<file path="config.mk">
export PLATFORM = sky130hd
export DESIGN_NAME = ec_alarm_ctl
export DESIGN_NICKNAME = d
export VERILOG_FILES = /design/src/rtl/ec_alarm_pkg.sv /design/src/rtl/ec_src_sel.sv /design/src/rtl/ec_timer.sv /design/src/rtl/ec_flags.sv /design/src/rtl/ec_alarm_ctl.sv
export SDC_FILE = /design/constraint.sdc
export NUM_CORES = 1
export LEC_CHECK = 0
export BUFFER_PORTS_ARGS = -buffer_cell sky130_fd_sc_hd__buf_2
export CORE_MARGIN = 2
export CORE_UTILIZATION = 35
export DETAILED_ROUTE_END_ITERATION = 7
export GPL_TIMING_DRIVEN = 0
export PLACE_DENSITY_LB_ADDON = 0.25
export SLEW_MARGIN = 20
export SYNTH_ARGS = -nofsm -noshare
export SYNTH_HDL_FRONTEND = slang
export SYNTH_HIERARCHICAL = 1
export SYNTH_SLANG_ARGS = --single-unit
</file>
<file path="constraint.sdc">
create_clock -name clk -period 5.15 [get_ports clk]
set_clock_uncertainty 0.15 [all_clocks]
set_input_delay 1.03 -clock clk [delete_from_list [all_inputs] [get_ports clk]]
set_output_delay 1.03 -clock clk [all_outputs]
set_load 0.1 [all_outputs]
</file>
<file path="src/rtl/ec_alarm_pkg.sv">
package ec_alarm_pkg;
  typedef struct packed {
    logic       aie;
    logic       talm_en;
    logic [1:0] amode;
    logic       tie;
    logic [2:0] tsrc;
  } actl_t;

  localparam logic [2:0] TSRC_TEST  = 3'b111;
  localparam logic [1:0] AMODE_EVT  = 2'b01;
endpackage

</file>
<file path="src/rtl/ec_src_sel.sv">
module ec_src_sel #(
  parameter int NDEC = 4
) (
  input  logic [2:0]      tsrc,
  input  logic [NDEC-1:0] strb,
  output logic            inc
);
  import ec_alarm_pkg::*;

  logic [NDEC-1:0] pick;

  for (genvar gi = 0; gi < NDEC; gi++) begin : g_dec
    assign pick[gi] = (tsrc == 3'(gi + 1)) & strb[gi];
  end

  assign inc = (|pick) | ((tsrc == TSRC_TEST) & (|strb));
endmodule

</file>
<file path="src/rtl/ec_timer.sv">
module ec_timer #(
  parameter int TW      = 8,
  parameter int TMR_MAX = 99
) (
  input  logic          clk,
  input  logic          rst_n,
  input  logic          inc,
  input  logic          talm_en,
  input  logic [TW-1:0] alm_val,
  output logic [TW-1:0] cnt_q,
  output logic          hit
);
  localparam logic [TW-1:0] LIM = TW'(TMR_MAX);

  logic          wrap;
  logic [TW-1:0] nxt;

  assign wrap = (cnt_q == LIM);
  assign nxt  = wrap ? '0 : cnt_q + 1'b1;
  assign hit  = inc & (talm_en ? (nxt == alm_val) : wrap);

  always_ff @(posedge clk or negedge rst_n) begin
    if (!rst_n)   cnt_q <= '0;
    else if (inc) cnt_q <= nxt;
  end
endmodule

</file>
<file path="src/rtl/ec_flags.sv">
module ec_flags (
  input  logic       clk,
  input  logic       rst_n,
  input  logic       t_set,
  input  logic       a_set,
  input  logic       clr_we,
  input  logic [1:0] keep,
  input  logic       tie,
  input  logic       aie,
  output logic       tflag,
  output logic       aflag,
  output logic       irq_n
);
  logic t_clr, a_clr;

  assign t_clr = clr_we & ~keep[0];
  assign a_clr = clr_we & ~keep[1];

  always_ff @(posedge clk or negedge rst_n) begin
    if (!rst_n) begin
      tflag <= 1'b0;
      aflag <= 1'b0;
    end else begin
      tflag <= t_set | (tflag & ~t_clr);
      aflag <= a_set | (aflag & ~a_clr);
    end
  end

  assign irq_n = ~((tflag & tie) | (aflag & aie));
endmodule

</file>
<file path="src/rtl/ec_alarm_ctl.sv">
module ec_alarm_ctl #(
  parameter int NDEC    = 4,
  parameter int TW      = 8,
  parameter int TMR_MAX = 99
) (
  input  logic            clk,
  input  logic            rst_n,
  input  logic            ctl_we,
  input  logic [7:0]      ctl_wdata,
  input  logic            flg_we,
  input  logic [1:0]      flg_wdata,
  input  logic [NDEC-1:0] dec_carry,
  input  logic            evt_match,
  input  logic [TW-1:0]   tmr_alarm,
  output logic [TW-1:0]   tmr_count,
  output logic            tmr_flag,
  output logic            alm_flag,
  output logic            irq_n
);
  import ec_alarm_pkg::*;

  logic [7:0] ctl_q;
  actl_t      ctl;
  logic       tinc, thit, ahit;

  always_ff @(posedge clk or negedge rst_n) begin
    if (!rst_n)      ctl_q <= 8'h00;
    else if (ctl_we) ctl_q <= ctl_wdata;
  end

  assign ctl  = actl_t'(ctl_q);
  assign ahit = evt_match & (ctl.amode == AMODE_EVT);

  ec_src_sel #(.NDEC(NDEC)) u_sel (
    .tsrc (ctl.tsrc),
    .strb (dec_carry),
    .inc  (tinc)
  );

  ec_timer #(.TW(TW), .TMR_MAX(TMR_MAX)) u_tmr (
    .clk     (clk),
    .rst_n   (rst_n),
    .inc     (tinc),
    .talm_en (ctl.talm_en),
    .alm_val (tmr_alarm),
    .cnt_q   (tmr_count),
    .hit     (thit)
  );

  ec_flags u_flg (
    .clk    (clk),
    .rst_n  (rst_n),
    .t_set  (thit),
    .a_set  (ahit),
    .clr_we (flg_we),
    .keep   (flg_wdata),
    .tie    (ctl.tie),
    .aie    (ctl.aie),
    .tflag  (tmr_flag),
    .aflag  (alm_flag),
    .irq_n  (irq_n)
  );
endmodule

</file>
==> results of run 1 <==
==> Yosys cell counts, drive strengths merged, types with 2 or more instances <==
library cell,n
xor2,4
buf,5
nor3,2
nor4,2
inv,2
mux2,8
or3,2
nand2,14
a21oi,2
nand4bb,2
nand3,2
and3b,2
xnor2,6
nor2,6
o21ai,12
nand2b,2
a21o,2
dfrtp,18
o21bai,2
a21bo,2
==> cell families (layout without fill, tap and decap cells) <==
family	count (synthesis)	after routing	synth area share, %
flops	18	18	37.5
fa+ha+maj	1	1	1.04
xor+xnor	10	10	7.29
buf+inv	8	47	5.31
simple gates	40	40	19.3
mux	9	9	10.8
compound gates	31	31	18.7
==> worst max-delay path by stage <==
stage            startpoint           to  slack, ns  depth (start not counted)
2_1_floorplan   u_flg/tflag        irq_n       1.55                          1
3_3_place_gp   dec_carry[3]  u_flg/tflag       2.19                         10
3_5_place_dp   dec_carry[3]  u_flg/tflag       2.13                         10
4_1_cts        dec_carry[3]  u_flg/tflag       2.44                         10
5_1_grt        dec_carry[3]  u_flg/tflag       2.26                         10
6_report       dec_carry[3]  u_flg/tflag       2.41                         10
==> worst max-delay path, stage by stage <==
cell	delay [ns]
buf_2	0.09
nand2_1	0.04
o21ai_0	0.16
o221a_1	0.20
clkbuf_1	0.34
nand2_1	0.11
a211o_1	0.25
nor4_2	0.28
o2111a_1	0.25
a21o_1	0.08
==> routing by layer <==
layer | vias to the layer above | share of wire (%)
li1 | 503 | -
met5 | - | 0
met3 | 5 | 6.2
met1 | 486 | 45
met2 | 35 | 47
met4 | 0 | 1.2
==> final cells by class <==
| type | count | area, um^2 | area share, % |
|---|---|---|---|
| Clock buffer | 3 | 22.5 | 1.54 |
| Timing Repair Buffer | 36 | 180 | 12.3 |
| Tap cell | 46 | 57.6 | 3.94 |
| Sequential cell | 18 | 450 | 30.8 |
| Inverter | 2 | 7.51 | 0.514 |
| Multi-Input combinational cell | 91 | 687 | 47.0 |
| Buffer | 6 | 56.3 | 3.85 |
==> power breakdown <==
group          internal [mW]  leakage, nW  switching (mW)
sequential             0.169        0.223          0.0321
combinational          0.117        0.449           0.279
clock                 0.0272       0.0138          0.0425
==> per-stage QoR <==
| step | hold slack [ns] | util (%) |
|---|---|---|
| CTS | 0.367 | 44.1 |
| finish | 0.362 | 44.1 |
| floorplan | 0.324 | - |
| global route | 0.385 | 44.1 |
| global placement | 0.340 | 43.5 |
| detailed placement | 0.340 | 43.5 |
==> registers in the layout, summed over array words and instances, names as in the netlist <==
register,count
u_tmr/cnt_q,8
ctl,8
u_flg/aflag,1
u_flg/tflag,1
==> flow_summary.yaml, run 1 <==
sta:
  max_slew.worst_pin.slew_ns: 0.487
  layout_min_cycle_time_ns: 2.74
  finalWorstSetupSlack_ns: 2.41
  min_period_over_period_pct: 53.1
  timing.fmax_ghz: 0.365
  total_negative_setup_slack_ns: 0
  remaining_max_slew_budget_at_the_tightest_pin_pct: 67.8
  rsz0062_at_grt: "false"
  final_setup_violations: 0
  timing.final.hold_violations: 0
  slew_violations: 0
layout:
  final_cell_mix: "buf_2, dfrtp_1, nand2_1"
  number_of_inserted_filler_cells_in_the_final_layout: 349
  final_cell_area_um2: 1460
  syn_to_final_growth_pct: 21.7
  layout_commonest_cell: "buf_2"
  layout.cells.non_filler: 202
  fraction_of_final_layout_cells_sized_beyond_drive_strength_1_pct: 38.5
  antenna-diode-count: 0
  layout.nets: 186
logic_synthesis:
  synth_top_cells_by_area: "dfrtp_1, mux2_4, o21ai_0, nand2_1, xnor2_1"
  ys_seq_elements: 18
  syn_area_per_cell_um2: 10.3
  synth.top_cell.area_share_pct: 37.5
  post_synth_edffs: 0
  synth_top_area_cell: "dfrtp_1"
  yosysSeqAreaShare_pct: 37.5
  post_synth_design_cell_area_um2: 1200
  yosysWarningCount: 6
  syn-num-nets: 145
  synth_cell_types: 43
  synth-main-ff-cell: "dfrtp_1"
  synthesis.instances: 117
  ys_async_sr_fraction_pct: 100
routing:
  initialDrtViolationCount: 46
  remaining_drc_errors: 0
  postRouteWirelength_um: 2620
  detail_route.wl_per_cell_um: 13.0
  vias: 1029
  route.antenna.remaining_nets: 0
  first_pass_iters: 4
  viasPerCell: 5.09
min_path:
  hold_path_end: "u_flg/aflag"
  hold_depth: 1
  worstHoldPathType: "flop to flop"
  hold_path.startpoint: "u_flg/aflag"
critical_path:
  endpoint_kind: "flop"
  worst_r2r_end: "u_flg/tflag"
  critical_path.reg2reg.startpoint: "u_tmr/cnt_q[0]"
  ff2ff_path_depth: 7
  crit_fanout: 10
  worstSetupStartpointType: "primary input"
  cp_data_required_time_ns: 5.24
  setup.worst_path.class: "primary input to flop"
  arrival_ns: 2.83
  ff2ff_setup_slack_ns: 2.49
place:
  place_area_um2: 1440
  worst_setup_timing_slack_at_the_placement_stage_ns: 2.13
  place.detailed.hpwl_um: 2030
  place.gp.congestion: 0.824
  placed_cells_incl_taps: 199
  port-buffer-count: 36
cts:
  clockRootBuffer: "clkbuf_4"
  postCtsResizedCells: 0
  clockBufferDepth: 2
  clock-sinks: 18
  cts_buffers: 3
  postCtsSetupRepairBufs: 0
  cts_htree_levels: 1
  clk_transition_reported_paths_ns: 0.09
  cts_hold_buf: 0
  clock_insertion_delay_worst_skew_ns: 0.29
  clock_tree_from_tritoncts: "yes"
power:
  irDropWorstVdd_mv: 0.138
  power_density_nw_per_um2: 457
  report.power.total_mw: 0.667
  leakage_nw: 0.686
global_route:
  track_usage_pct: 14.6
  grt_overflow: 0
  grt.met3_usage_pct: 3.06
  first_global_vias: 1017
  grt_max_degree: 19
  met2_usage_pct: 25.1
  global_route.usage.met1_pct: 18.3
  global_route.peak_usage_layer: "met2"
  antenna_violations_before_repair: 0
  grt_first_pass_wirelength_um: 4620
die:
  floorplan.die_area_um2: 3920
  floorplan.initialDensity_pct: 36.3
  fp.dieH_um: 62.6
  placement_rows: 21
  die_w_um: 62.6
  core_um2: 3310
  floorplan.io_pins: 38
run_status:
  status: "finished clean"
flow_run:
  drv.max_cap_violation_count: 0
No activity file was read; power rests on OpenSTA's default activity.
==> run 2: changes to the inputs <==
==> constraint.sdc (replaced) <==
create_clock -name clk -period 2.5 [get_ports clk]
set_clock_uncertainty 0.15 [all_clocks]
set_input_delay 0.5 -clock clk [delete_from_list [all_inputs] [get_ports clk]]
set_output_delay 0.5 -clock clk [all_outputs]
set_load 0.1 [all_outputs]
==> flow_summary.yaml, run 2 (synthesis results as in run 1) <==
run_status:
  status: "finished clean"
sta:
  timing.final.hold_violations: 0
  slew_violations: 0
  final_setup_violations: 0
  total_negative_setup_slack_ns: 0
  max_slew.worst_pin.slew_ns: 0.488
  min_period_over_period_pct: 93.7
  worst_hold_slack_ns: 0.271
  finalWorstSetupSlack_ns: 0.158
  rsz0062_at_grt: "false"
  timing.fmax_ghz: 0.427
  remaining_max_slew_budget_at_the_tightest_pin_pct: 67.7
  layout_min_cycle_time_ns: 2.34
power:
  netSwitchingPower_mw: 0.743
  power_density_nw_per_um2: 961
  seqPwrFrac_pct: 29.8
  netSwitchingFraction_pct: 51.0
  comb_power_share_pct: 57.3
  intPower_mw: 0.715
  clockPowerShare_pct: 12.9
  irDropWorstVdd_mv: 0.351
  report.power.total_mw: 1.46
  leakage_nw: 0.695
cts:
  clock-sinks: 18
  cts_hold_buf: 1
  cts_buffers: 3
  clockRootBuffer: "clkbuf_4"
  postCtsResizedCells: 0
  clk_transition_reported_paths_ns: 0.12
  clockBufferDepth: 2
  clock_tree_from_tritoncts: "yes"
  clock_insertion_delay_worst_skew_ns: 0.30
  cts_htree_levels: 1
  postCtsSetupRepairBufs: 0
die:
  die_w_um: 62.6
  fp.dieH_um: 62.6
  floorplan.initialDensity_pct: 36.3
  floorplan.io_pins: 38
  floorplan.die_area_um2: 3920
  placement_rows: 21
  core_um2: 3310
critical_path:
  arrival_ns: 2.45
  setup.worst_path.class: "flop to flop"
  worstSetupStartpointType: "flop"
  cp_data_required_time_ns: 2.61
  crit_fanout: 4
  endpoint_kind: "flop"
global_route:
  grt_overflow: 0
  grt_first_pass_wirelength_um: 4720
  track_usage_pct: 15.1
  first_global_vias: 1080
  antenna_violations_before_repair: 0
  grt_max_degree: 19
layout:
  layout.nets: 187
  antenna-diode-count: 0
  number_of_inserted_filler_cells_in_the_final_layout: 344
  utilization_pct: 45.8
  layout_commonest_cell: "buf_2"
  fraction_of_final_layout_cells_sized_beyond_drive_strength_1_pct: 42.4
  syn_to_final_growth_pct: 26.2
  final_cell_mix: "buf_2, dfrtp_1, nand2_1"
routing:
  remaining_drc_errors: 0
  detail_route.wl_per_cell_um: 13.4
  initialDrtViolationCount: 33
  first_pass_iters: 4
  postRouteWirelength_um: 2740
  vias: 1070
  route.antenna.remaining_nets: 0
  viasPerCell: 5.25
place:
  place.detailed.hpwl_um: 2090
  place.gp.congestion: 0.821
  worst_setup_timing_slack_at_the_placement_stage_ns: 0.0455
  port-buffer-count: 36
min_path:
  worstHoldPathType: "primary input to flop"
flow_run:
  drv.max_cap_violation_count: 0
[run 2: layout make-up]
cell class	count	area, um^2	area share [%]
buffer	6	56.3	3.71
sequential	18	460	30.4
multi-input combinational	91	708	46.7
inverter	2	7.51	0.495
timing repair buffer	37	190	12.5
clock buffer	4	36.3	2.39
tap	46	57.6	3.80
[run 2: worst paths after layout]
| kind | depth (start not counted) | slack [ns] | endpoint | start |
|---|---|---|---|---|
| setup reg to reg | 7 | 0.16 | u_flg/tflag | u_tmr/cnt_q[1] |
| setup / recovery | 7 | 0.16 | u_flg/tflag | u_tmr/cnt_q[1] |
| hold / removal | 2 | 0.27 | ctl[2] | ctl_wdata[2] |
| max in group asynchronous | 2 | 1.36 | u_tmr/cnt_q[1] | rst_n |
| hold reg to reg | 1 | 0.38 | ctl[4] | ctl[4] |
| min in group asynchronous | 2 | 0.51 | u_tmr/cnt_q[5] | rst_n |
[run 2: critical path, cell delays in order (launching register included)]
cell and delay, ns:
dfrtp_4 0.52, ha_4 0.26, or4b_4 0.53, o31ai_2 0.06, and3b_1 0.21, nor4_2 0.26, o2111a_1 0.21, a21o_1 0.08
[run 2: stage by stage]
| stage | cells | cell area [um^2] |
|---|---|---|
| after floorplan | 117 | 1230 |
| after global placement | 199 | 1470 |
| after detailed placement | 199 | 1470 |
| after CTS | 204 | 1520 |
| after global routing | 204 | 1520 |
| final | 204 | 1520 |
[run 2: layer usage]
| metal | share of wire (%) | global-route usage, % | up-vias |
|---|---|---|---|
| li1 | - | - | 513 |
| met1 | 43 | 17.6 | 513 |
| met2 | 49 | 26.1 | 42 |
| met3 | 7.3 | 4.50 | 2 |
| met4 | 0.77 | 5.83 | 0 |
| met5 | 0 | 0 | - |
[run 2: power groups by stage]
stage	registers, mW	logic (mW)	clock network (mW)
2_1_floorplan	0.760	0.361	0
3_3_place_gp	0.437	0.824	0
3_5_place_dp	0.441	0.836	0
4_1_cts	0.436	0.839	0.198
5_1_grt	0.446	0.887	0.214
6_report	0.434	0.835	0.188
